**config.mk**
```make
export PLATFORM = sky130hd
export DESIGN_NAME = ecc_fix_applier
export DESIGN_NICKNAME = d
export VERILOG_FILES = /design/src/rtl/ecc_fix_pkg.sv /design/src/rtl/ecc_fix_classify.sv /design/src/rtl/ecc_fix_screen.sv /design/src/rtl/ecc_fix_locator.sv /design/src/rtl/ecc_fix_applier.sv
export SDC_FILE = /design/constraint.sdc
export NUM_CORES = 1
export LEC_CHECK = 0
export CORE_AREA = 4 4 146 148
export DETAILED_ROUTE_END_ITERATION = 6
export DIE_AREA = 0 0 150 152
export DONT_BUFFER_PORTS = 1
export PLACE_DENSITY_LB_ADDON = 0.08
export SLEW_MARGIN = 5
export SYNTH_ARGS = -nofsm -noshare
export SYNTH_HDL_FRONTEND = slang
export SYNTH_HIERARCHICAL = 1
export SYNTH_SLANG_ARGS = --single-unit
```
**constraint.sdc**
```tcl
create_clock -name clk -period 2.4 [get_ports clk]
set_input_delay 0.12 -clock clk [delete_from_list [all_inputs] [get_ports clk]]
set_output_delay 0.12 -clock clk [all_outputs]
set_load 0.01 [all_outputs]
```
**src/rtl/ecc_fix_pkg.sv**
```systemverilog
package ecc_fix_pkg;

    typedef enum logic [2:0] {
        S_IDLE,
        S_WAIT,
        S_READ,
        S_WRITE,
        S_FINISH
    } fix_state_t;

    typedef enum logic [1:0] {
        RES_CLEAN = 2'd0,
        RES_FIXED = 2'd1,
        RES_FAIL  = 2'd2
    } fix_result_t;

    typedef enum logic [1:0] {
        CLS_PENDING,
        CLS_CLEAN,
        CLS_FAIL,
        CLS_APPLY
    } state_class_t;

    localparam logic [3:0] CODE_NO_ERR      = 4'd0;
    localparam logic [3:0] CODE_TOO_MANY    = 4'd1;
    localparam logic [3:0] CODE_DONE_PARITY = 4'd2;
    localparam logic [3:0] CODE_DONE        = 4'd3;
    localparam logic [3:0] CODE_ALIAS_CLEAN = 4'd5;

endpackage

```
**src/rtl/ecc_fix_classify.sv**
```systemverilog
module ecc_fix_classify
    import ecc_fix_pkg::*;
(
    input  logic [3:0]   raw_state,
    output state_class_t cls
);

    always_comb begin
        case (raw_state)
            CODE_NO_ERR,
            CODE_ALIAS_CLEAN: cls = CLS_CLEAN;
            CODE_TOO_MANY:    cls = CLS_FAIL;
            CODE_DONE_PARITY,
            CODE_DONE:        cls = CLS_APPLY;
            default:          cls = CLS_PENDING;
        endcase
    end

endmodule

```
**src/rtl/ecc_fix_screen.sv**
```systemverilog
module ecc_fix_screen #(
    parameter int CHECK_BYTES = 10,
    parameter int SYN_WORDS   = 4
) (
    input  logic [8*CHECK_BYTES-1:0] stored_ecc,
    input  logic [32*SYN_WORDS-1:0]  syndrome,
    output logic                     erased,
    output logic                     syn_zero
);

    assign erased   = &stored_ecc;
    assign syn_zero = ~|syndrome;

endmodule

```
**src/rtl/ecc_fix_locator.sv**
```systemverilog
module ecc_fix_locator #(
    parameter int MAX_ERR      = 4,
    parameter int LOC_W        = 10,
    parameter int VAL_W        = 8,
    parameter int SECTOR_BYTES = 512,
    parameter int ADDR_BIAS    = 519,
    localparam int AW          = $clog2(SECTOR_BYTES),
    localparam int PAIR_WORDS  = (MAX_ERR + 1) / 2
) (
    input  logic [32*PAIR_WORDS-1:0]        loc_words,
    input  logic [32*PAIR_WORDS-1:0]        val_words,
    output logic [MAX_ERR-1:0][AW-1:0]      offs,
    output logic [MAX_ERR-1:0][VAL_W-1:0]   vals,
    output logic [MAX_ERR-1:0]              in_range
);

    localparam int DW = LOC_W + 2;

    for (genvar g = 0; g < MAX_ERR; g++) begin : g_lane
        localparam int BASE = 32 * (g / 2) + 16 * (g % 2);
        logic [LOC_W-1:0] loc;
        logic [DW-1:0]    diff;
        logic             unused_lane;

        assign loc         = loc_words[BASE +: LOC_W];
        assign diff        = DW'(ADDR_BIAS) - DW'(loc);
        assign offs[g]     = diff[AW-1:0];
        assign vals[g]     = val_words[BASE +: VAL_W];
        assign in_range[g] = !diff[DW-1] && (diff < DW'(SECTOR_BYTES));
        assign unused_lane = ^{loc_words[BASE+LOC_W +: (16-LOC_W)],
                               val_words[BASE+VAL_W +: (16-VAL_W)]};
    end

    if ((MAX_ERR % 2) != 0) begin : g_odd
        logic unused_tail;
        assign unused_tail = ^{loc_words[32*PAIR_WORDS-1 -: 16],
                               val_words[32*PAIR_WORDS-1 -: 16]};
    end

endmodule

```
**src/rtl/ecc_fix_applier.sv**
```systemverilog
module ecc_fix_applier
    import ecc_fix_pkg::*;
#(
    parameter int SECTOR_BYTES = 512,
    parameter int MAX_ERR      = 4,
    parameter int LOC_W        = 10,
    parameter int VAL_W        = 8,
    parameter int CHECK_BYTES  = 10,
    parameter int SYN_WORDS    = 4,
    localparam int AW          = $clog2(SECTOR_BYTES),
    localparam int CNT_W       = $clog2(MAX_ERR),
    localparam int FIXC_W      = $clog2(MAX_ERR + 1),
    localparam int PAIR_WORDS  = (MAX_ERR + 1) / 2
) (
    input  logic                       clk,
    input  logic                       rst_n,
    input  logic                       start,
    input  logic [8*CHECK_BYTES-1:0]   stored_ecc,
    input  logic [32*SYN_WORDS-1:0]    syndrome,
    input  logic [3:0]                 corr_state,
    input  logic [CNT_W-1:0]           err_cnt,
    input  logic [32*PAIR_WORDS-1:0]   loc_words,
    input  logic [32*PAIR_WORDS-1:0]   val_words,
    output logic [AW-1:0]              ram_addr,
    output logic                       ram_we,
    output logic [VAL_W-1:0]           ram_wdata,
    input  logic [VAL_W-1:0]           ram_rdata,
    output logic                       busy,
    output logic                       done,
    output logic [1:0]                 result,
    output logic [FIXC_W-1:0]          fix_count
);

    localparam int ADDR_BIAS = SECTOR_BYTES + 7;

    fix_state_t                    state, nxt;
    state_class_t                  cls;
    logic                          erased, syn_zero;
    logic [CNT_W-1:0]              idx, last_idx;
    logic [32*PAIR_WORDS-1:0]      loc_q, val_q;
    logic [FIXC_W-1:0]             applied;
    fix_result_t                   result_q;
    logic [FIXC_W-1:0]             count_q;
    logic [MAX_ERR-1:0][AW-1:0]    offs;
    logic [MAX_ERR-1:0][VAL_W-1:0] vals;
    logic [MAX_ERR-1:0]            in_range;
    logic                          is_last;

    ecc_fix_classify i_classify (
        .raw_state (corr_state),
        .cls       (cls)
    );

    ecc_fix_screen #(
        .CHECK_BYTES (CHECK_BYTES),
        .SYN_WORDS   (SYN_WORDS)
    ) i_screen (
        .stored_ecc (stored_ecc),
        .syndrome   (syndrome),
        .erased     (erased),
        .syn_zero   (syn_zero)
    );

    ecc_fix_locator #(
        .MAX_ERR      (MAX_ERR),
        .LOC_W        (LOC_W),
        .VAL_W        (VAL_W),
        .SECTOR_BYTES (SECTOR_BYTES),
        .ADDR_BIAS    (ADDR_BIAS)
    ) i_locator (
        .loc_words (loc_q),
        .val_words (val_q),
        .offs      (offs),
        .vals      (vals),
        .in_range  (in_range)
    );

    assign is_last = (idx == last_idx);

    // State register
    always_ff @(posedge clk) begin
        if (!rst_n) state <= S_IDLE;
        else        state <= nxt;
    end

    // Next-state logic
    always_comb begin
        nxt = state;
        unique case (state)
            S_IDLE: begin
                if (start) nxt = (erased || syn_zero) ? S_FINISH : S_WAIT;
            end
            S_WAIT: begin
                unique case (cls)
                    CLS_CLEAN,
                    CLS_FAIL:    nxt = S_FINISH;
                    CLS_APPLY:   nxt = S_READ;
                    CLS_PENDING: nxt = S_WAIT;
                    default:     nxt = S_WAIT;
                endcase
            end
            S_READ: begin
                if (in_range[idx]) nxt = S_WRITE;
                else if (is_last)  nxt = S_FINISH;
            end
            S_WRITE:  nxt = is_last ? S_FINISH : S_READ;
            S_FINISH: nxt = S_IDLE;
            default:  nxt = S_IDLE;
        endcase
    end

    // Datapath registers
    always_ff @(posedge clk) begin
        if (!rst_n) begin
            idx      <= '0;
            last_idx <= '0;
            loc_q    <= '0;
            val_q    <= '0;
            applied  <= '0;
            result_q <= RES_CLEAN;
            count_q  <= '0;
        end else begin
            unique case (state)
                S_IDLE: begin
                    if (start && (erased || syn_zero)) begin
                        result_q <= RES_CLEAN;
                        count_q  <= '0;
                    end
                end
                S_WAIT: begin
                    if (cls == CLS_CLEAN) begin
                        result_q <= RES_CLEAN;
                        count_q  <= '0;
                    end else if (cls == CLS_FAIL) begin
                        result_q <= RES_FAIL;
                        count_q  <= '0;
                    end else if (cls == CLS_APPLY) begin
                        loc_q    <= loc_words;
                        val_q    <= val_words;
                        last_idx <= err_cnt;
                        idx      <= '0;
                        applied  <= '0;
                    end
                end
                S_READ: begin
                    if (!in_range[idx]) begin
                        if (is_last) begin
                            result_q <= RES_FIXED;
                            count_q  <= applied;
                        end else begin
                            idx <= CNT_W'(idx + 1'b1);
                        end
                    end
                end
                S_WRITE: begin
                    applied <= FIXC_W'(applied + 1'b1);
                    if (is_last) begin
                        result_q <= RES_FIXED;
                        count_q  <= FIXC_W'(applied + 1'b1);
                    end else begin
                        idx <= CNT_W'(idx + 1'b1);
                    end
                end
                S_FINISH: ;
                default: ;
            endcase
        end
    end

    // Outputs
    always_comb begin
        busy      = (state != S_IDLE);
        done      = (state == S_FINISH);
        ram_addr  = offs[idx];
        ram_we    = (state == S_WRITE);
        ram_wdata = ram_rdata ^ vals[idx];
        result    = result_q;
        fix_count = count_q;
    end

    AST_WRITE_AFTER_READ: assert property (@(posedge clk) disable iff (!rst_n)
        ram_we |-> ($past(state) == S_READ) && ($past(ram_addr) == ram_addr));

    AST_DONE_SINGLE: assert property (@(posedge clk) disable iff (!rst_n)
        done |=> !done);

    AST_FAIL_NO_FIX: assert property (@(posedge clk) disable iff (!rst_n)
        (done && (result == RES_FAIL)) |-> (fix_count == '0));

    AST_FIX_BOUND: assert property (@(posedge clk) disable iff (!rst_n)
        (done && (result == RES_FIXED)) |-> (fix_count <= FIXC_W'(last_idx) + 1'b1));

    AST_START_TAKEN: assert property (@(posedge clk) disable iff (!rst_n)
        (start && !busy) |=> busy);

    AST_NO_WRITE_WAITING: assert property (@(posedge clk) disable iff (!rst_n)
        (state == S_WAIT) |-> !ram_we);

endmodule

```
== Word level (Yosys, flattened, before mapping) ==
Index checks and enable logic that the tools add are counted.
Cells by class
  add/subtract/negate cells: 6
  magnitude comparators: 5
  eq/ne operators: 22
  multiplexer cells: 37
  bitwise operators: 3
  reduce and logical (&&, ||, !) cells: 29
Operator list (count)
  128-bit OR reduction: 1
  80-bit AND reduction: 1
  12-bit by 10-bit less-than comparator with 1-bit output (second input constant): 4
  10-bit by 10-bit subtractor with 11-bit output (first input constant): 4
  3-bit 2-to-1 mux: 14
  3-bit case mux with 4 select lines: 2
  2-bit 2-to-1 mux: 10
  9-bit binary-select mux with 2-bit select: 1
  8-bit binary-select mux with 2-bit select: 1
  2-bit inequality test (second input constant): 7
  2-bit case mux with 3 select lines: 2
  4-bit AND reduction: 3
  9-bit 2-to-1 mux: 1
  3-bit case mux with 3 select lines: 1
  4-bit by 2-bit == test with 1-bit output (second input constant): 2
  8-bit 2-to-1 mux: 1
  2-bit case mux with 4 select lines: 1
  8-bit XOR: 1
  3-bit by 2-bit == test with 1-bit output (second input constant): 2
  3-bit inequality test (second input constant): 2
  3-bit case mux with 2 select lines: 1
  6-bit AND reduction: 1
  3-bit nonzero test: 2
  2-bit OR reduction: 3
  24 further kinds: 34
Storage, ports and cells
  register bits: 129
  bits of input ports: 353
  logic and storage cells: 110

== Depth between registers and ports, before layout ==
Gate-level depths: netlist (run 1).
  depth after elaboration: 8
  depth in mapped cells: 10
  gate-level depth less buffers: 9

== By module ==
The synthesis (run 1) kept the hierarchy.
By module, submodules not included
  ecc_fix_applier: instances 1, cells an instance 688, area an instance 5726.7 um^2, seq. area each 2862.7 um^2
  ecc_fix_locator: instances 1, cells an instance 106, area an instance 743.2 um^2, seq. area each 0.0 um^2
  ecc_fix_screen: instances 1, cells an instance 70, area an instance 442.9 um^2, seq. area each 0.0 um^2
  ecc_fix_classify: instances 1, cells an instance 6, area an instance 40.0 um^2, seq. area each 0.0 um^2

== Worst setup path before layout (run 1) ==
No wires, ideal clock.
  kind: reg2reg
  from: reg loc_q[3]
  to: reg count_q[0] (netlist: fix_count[0])
  library setup time: 0.118 ns
  arrival: 2.256 ns
  setup slack: 0.025 ns
  cell stages (with the launch flop): 10
  buffers on the path: 0
  cells stage by stage: dfxtp_1 > inv_1 > ha_1 > nor3b_2 > nand2_1 > mux2i_1 > mux4_2 > and2_4 > or4b_4 > mux2i_1
On the way
  word-level cells in the longest chain between the ends: 7
  elaborated cells on any way between the ends: 8
RTL lines
  start, declared: RTL line ecc_fix_applier.sv:40  | logic [32*PAIR_WORDS-1:0] loc_q, val_q;
  start signal, assigned: RTL line ecc_fix_applier.sv:138  | loc_q <= loc_words;
  10-bit by 10-bit subtractor with 11-bit output (*): RTL line ecc_fix_locator.sv:26  | assign diff = DW'(ADDR_BIAS) - DW'(loc);
  12-bit by 10-bit less-than comparator with 1-bit output or 1-bit logical NOT (tied branches): RTL line ecc_fix_locator.sv:29  | assign in_range[g] = !diff[DW-1] && (diff < DW'(SECTOR_BYTES));
  1-bit logical AND (*): RTL line ecc_fix_locator.sv:29
  via in_range[0]: RTL line ecc_fix_applier.sv:46  | logic [MAX_ERR-1:0] in_range;
  1-bit binary-select mux with 2-bit select (*): RTL line ecc_fix_applier.sv:146  | if (!in_range[idx]) begin
  1-bit 2-to-1 mux (not written as such) (*): RTL line ecc_fix_applier.sv:146
  2-bit inequality test (no source line) (*)
  6-bit AND reduction (no source line) (*)
  end signal, assigned: RTL line ecc_fix_applier.sv:149  | count_q <= applied;
  end signal, assigned: RTL line ecc_fix_applier.sv:159  | count_q <= FIXC_W'(applied + 1'b1);
  end, declared: RTL line ecc_fix_applier.sv:43  | logic [FIXC_W-1:0] count_q;
Mark *: on every way through the listed nets, which the timed path passes. The rest lies on a longest branch. The select of a mux whose other input is x is not followed.
A chain may end at the register's enable or synchronous reset.

== Worst setup path after layout (run 1) ==
  from: reg loc_q[35]
  to: reg count_q[0] (netlist: fix_count[0])
The elaborated chain is that of the path after synthesis.

==> results of run 1 <==
registers in the layout, summed over array words and instances (netlist names):
name / cells
last_idx: 2
fix_count: 3
val_q: 32
applied: 3
state: 3
loc_q: 40
idx: 2
result: 2
per-stage QoR:
| stage | setup slack [ps] | hold WS (ps) | setup TNS [ps] |
|---|---|---|---|
| global route | -123 | 32.6 | -372 |
| detailed placement | -162 | 263 | -415 |
| floorplan | 25.5 | 254 | 0 |
| finish | -4.05 | 26.0 | -4.05 |
| CTS | -7.36 | 14.0 | -7.36 |
| global placement | -96.7 | 259 | -198 |
worst paths after layout:
kind | from | endpoint | slack, ps | cells after the start
worst max-delay path | loc_q[35]$_SDFFE_PN0P_ | fix_count[0]$_SDFFE_PN0P_ | -4 | 9
worst min register to register | val_q[52]$_SDFFE_PN0P_ | val_q[52]$_SDFFE_PN0P_ | 450 | 2
worst min-delay path | start | state[0]$_SDFFE_PN0P_ | 30 | 2
worst max register to register | loc_q[35]$_SDFFE_PN0P_ | fix_count[0]$_SDFFE_PN0P_ | -4 | 9
worst max-delay path, delay by kind of cell (launching register included):
kind,cells,cell delay [ps]
adder cells (fa/ha/maj),1,150
buffers and inverters,1,60
flip-flops,1,320
multiplexers,3,740
AND/OR/NAND/NOR,4,1010
cell type report:
class | count | area [µm²] | area share
Antenna cell | 1 | 2.50 | 0.000385
Clock inverter | 6 | 45.0 | 0.00694
Sequential cell | 87 | 1750 | 0.269
Clock buffer | 10 | 239 | 0.0368
Multi-Input combinational cell | 449 | 2890 | 0.445
Timing Repair Buffer | 123 | 1140 | 0.176
Inverter | 24 | 90.1 | 0.0139
Tap cell | 270 | 338 | 0.0520
metal layers:
metal / up-vias / wire length (µm) / track usage
met4: 2 / 485 / 0.0510
met5: - / 13 / 0
li1: 2286 / - / -
met1: 2230 / 7890 / 0.193
met3: 27 / 1400 / 0.0474
met2: 182 / 10100 / 0.298
what timing repair did:
item | CTS | global route
setup buffers | 3 | 0
hold endpoints to repair | 83 | 0
setup endpoints to repair | 2 | 7
hold buffers | 82 | 0
pin swaps | 3 | 1
gates resized for setup | 9 | 9
power groups by stage:
stage,Clock (W),Combinational [W],Sequential [W]
floorplan,0,0.000148,0.00150
global placement,0,0.000199,0.00150
detailed placement,0,0.000200,0.00150
CTS,0.00142,0.000310,0.00147
global route,0.00148,0.000333,0.00147
finish,0.00136,0.000304,0.00147
==> metrics.cfg, run 1 <==
[final_layout]
final_common_cell=nand2_1
layout.nets=1057
layout-drive-gt1-share=0.150
final_util=0.324
fin_cells=970
final_cell_area_um2=6490
fillers=2180
area_growth_pct=26.6
final_cell_mix=163 x nand2_1, 84 x dfxtp_1, 82 x dlygate4sd3_1

[status]
violations=negative setup slack
status=finished with violations

[min_path]
hold_path_class=in -> reg

[sta]
period_needed_ps=2400
fmax_ghz=0.416
finalCritPeriodShare=1.00
rsz0062_at_grt=yes
final.setup_skew_ps=6.76
final-setup-viol-count=1
slew_headroom=0.523
finalHoldViolCount=0
drv_slew=0
setup_slack_ps=-4.05
worstMarginPinSlew_ps=715

[power_and_ir_drop]
p_leak_nw=2.14
power_density_nw_per_um2=483
p_int_w=0.00236
peakVddDrop_v=0.000296
switching_share=0.247
switching_power_w=0.000774
fin_total_pwr_w=0.00313
power_frac_clock=0.435
combPwrFrac=0.097
pwr-share-seq=0.468

[grt]
grt.overflow.total=0
grt_antenna_before_repair=2
grt_usage=0.167
grt_pass1_vias=5001
grt_max_degree=75
grt_pass1_wl_mm=28.9

[synth]
avgSynthCellArea_um2=7.94
synth-warning-count=6
synth_fp_nets=1009
netlist_instances=646
netlist_area_um2=5130

[detailed_routing]
num_vias=4727
first_pass_iters=4
wl_per_cell_um=20.5
drt_wl_total_mm=19.9
antenna_left=0
drt_iter0_markers=171
viasPerCell=4.87
drc=0

[floorplanning]
rows=52
core_um2=20000
start_util=0.256
die_h_um=152
io_pins=378
die_w_um=150
die_area_um2=22800

[clock_tree]
cts_made_buffers=9
clk_path_buf_depth=2
worst_skew_pair.late_latency_ps=340
clk_pin_slew_ps=70
cts_htree_levels=3
ctsRootBufferMaster=clkbuf_16
cts_tree=yes
cts.sinks=87

[worst_setup_path]
max_stage_delay_ps=510
crit_top_cell=mux2i_1
critPathCaptureType=flip-flop
cp.required_ps=2620
critPathSlowestCell=or4b_4
critPathArrivalTime_ps=2630
cp_max_fo=3
crit_chain=inv_2 > ha_4 > nand2b_4 > nor4_4 > mux2i_1 > mux4_2 > and2_4 > or4b_4 > mux2i_1
worstSetupPathType=reg -> reg
start_kind=flip-flop

[place]
dpl-instance-area_um2=5290
gp_congestion=0.872
place_hpwl_mm=16.0
post-place-cells=868
numPortBuffers=0

[flow_run]
drv_cap=0

Power figures use the tool's default switching activity.
==> inputs of run 2 (changes only) <==
--- a/config.mk
+++ b/config.mk
@@ -9,7 +9,7 @@
 export DETAILED_ROUTE_END_ITERATION = 6
 export DIE_AREA = 0 0 150 152
 export DONT_BUFFER_PORTS = 1
-export PLACE_DENSITY_LB_ADDON = 0.08
+export PLACE_DENSITY_LB_ADDON = 0.12
 export SLEW_MARGIN = 5
 export SYNTH_ARGS = -nofsm -noshare
 export SYNTH_HDL_FRONTEND = slang
==> run 2 against run 1 <==
Net effect: the flow still finishes with violations (negative setup slack); clock power is 27% higher; clock skew is 2.6 ps higher; via count grew 0.51%; sequential power about the same; sequential share of layout area decreased by 0.48 points; maximum frequency grew 0.11%; first-iteration DRC count rose by 8.2%; register-to-register slack about the same; sequential cell count did not move; utilization is 0.59 points higher; count of clock-buffer cells in the layout unchanged; hold slack improved by 3.1 ps; largest cell class unchanged; largest power group is now clock.
==> metrics.cfg, run 2 (synthesis results as in run 1) <==
[sta]
drv_slew=0
final-setup-viol-count=1
final.setup_skew_ps=9.39
fmax_ghz=0.416
setup_slack_ps=-1.32
finalCritPeriodShare=1.00
period_needed_ps=2400
slew_headroom=0.641
rsz0062_at_grt=yes
worstMarginPinSlew_ps=537
finalHoldViolCount=0

[place]
dpl_worst_slack_ps=-50.5
gp_congestion=0.983
numPortBuffers=0
place_hpwl_mm=15.4

[worst_setup_path]
critPathCaptureType=flip-flop
cp.required_ps=2630
r2r-end=fix_count[0]$_SDFFE_PN0P_
crit_end=fix_count[0]$_SDFFE_PN0P_
cp_max_fo=4
setup.worst_path.start=loc_q[19]$_SDFFE_PN0P_
rrSetupSlack_ps=-1
worstSetupPathType=reg -> reg
reg2reg_from=loc_q[19]$_SDFFE_PN0P_
critPathArrivalTime_ps=2630
start_kind=flip-flop
r2r_cells=9

[final_layout]
layout-drive-gt1-share=0.158
layout.nets=1057
top_regs=loc_q x40, val_q x32
largest-register=loc_q
largest_reg_flops=40
area_growth_pct=28.9
final_cell_mix=164 x nand2_1, 84 x dfxtp_1, 78 x a21oi_1
final_common_cell=nand2_1

[floorplanning]
rows=52
core_um2=20000
die_h_um=152
die_w_um=150
die_area_um2=22800
io_pins=378
start_util=0.256

[clock_tree]
cts_made_buffers=9
ctsRootBufferMaster=clkbuf_16
clk_path_buf_depth=2
cts_htree_levels=3
clk_pin_slew_ps=70
cts.sinks=87
worst_skew_pair.late_latency_ps=340
cts_tree=yes

[detailed_routing]
drc=0
drt_wl_total_mm=19.4
drt_iter0_markers=185
num_vias=4751
antenna_left=0
wl_per_cell_um=19.9
first_pass_iters=6
viasPerCell=4.86

[power_and_ir_drop]
power_density_nw_per_um2=531
p_leak_nw=2.21
fin_total_pwr_w=0.00351
peakVddDrop_v=0.000310

[grt]
grt_antenna_before_repair=10
grt.overflow.total=0
grt_pass1_wl_mm=28.5
grt_usage=0.165
grt_max_degree=75
grt_pass1_vias=5071

[min_path]
hold_path_class=in -> reg

[status]
status=finished with violations
violations=negative setup slack

[flow_run]
drv_cap=0

[run 2: changes by cell type in the layout (fill, tap and decap cells not counted), sizes merged]
cell,change
buf,+7
bufinv,+4
clkinv,-5
diode,+9
dlygate4sd3,-7
[run 2: worst min-delay path by stage]
stage                  start                     end  cells after the start
3_5_place_dp   loc_words[50]  loc_q[50]$_SDFFE_PN0P_                      2
6_report               start   state[0]$_SDFFE_PN0P_                      2
5_1_grt                rst_n   state[2]$_SDFFE_PN0P_                      2
3_3_place_gp   loc_words[32]  loc_q[32]$_SDFFE_PN0P_                      2
2_1_floorplan  val_words[48]  val_q[48]$_SDFFE_PN0P_                      2
4_1_cts                start   state[0]$_SDFFE_PN0P_                      2
[run 2: repair_timing]
item / CTS / global route
gates cloned: 0 / 0
hold buffers: 75 / 0
gates resized for setup: 9 / 9
setup buffers: 5 / 2
setup endpoints to repair: 5 / 6
endpoints found under the hold margin: 83 / 0
pin swaps: 5 / 5
[run 2: critical path: stages, from the launching register on]
cell,delay [ps]
dfxtp_2,320
inv_2,70
ha_4,130
nor3b_4,180
nand2_1,90
mux2i_1,140
mux4_2,510
and2_4,190
or4b_4,510
mux2i_1,130
[run 2: cell type report]
class / instances / area (µm²)
Timing Repair Buffer: 123 / 1150
Sequential cell: 87 / 1750
Tap cell: 270 / 338
Clock buffer: 10 / 239
Clock inverter: 5 / 129
Inverter: 24 / 90.1
Fill cell: 2133 / 13400
Multi-Input combinational cell: 449 / 2900
Antenna cell: 10 / 25.0
[run 2: power breakdown]
part	switching [W]	internal [W]	leakage, nW
Clock	0.000584	0.00115	0.179
Combinational	0.000135	0.000178	1.33
Sequential	0.0000105	0.00145	0.703
[run 2: layer usage]
layer / share of wire / GRT usage / up-vias
li1: - / - / 2294
met1: 0.40 / 0.187 / 2220
met2: 0.49 / 0.271 / 207
met3: 0.088 / 0.0676 / 30
met4: 0.028 / 0.0636 / 0
met5: 0 / 0.0304 / -
[run 2: through the flow]
step / instance area (µm²) / TNS [ps] / utilization / instances / hold slack, ps
3_5_place_dp: 5350 / -203 / 0.267 / 872 / 264
6_report: 6610 / -1.32 / 0.330 / 978 / 29.0
5_1_grt: 6610 / -286 / 0.330 / 978 / 49.7
4_1_cts: 6530 / 0 / 0.326 / 966 / 18.6
3_3_place_gp: 5350 / -152 / 0.267 / 872 / 258
2_1_floorplan: 5130 / 0 / - / 646 / 254
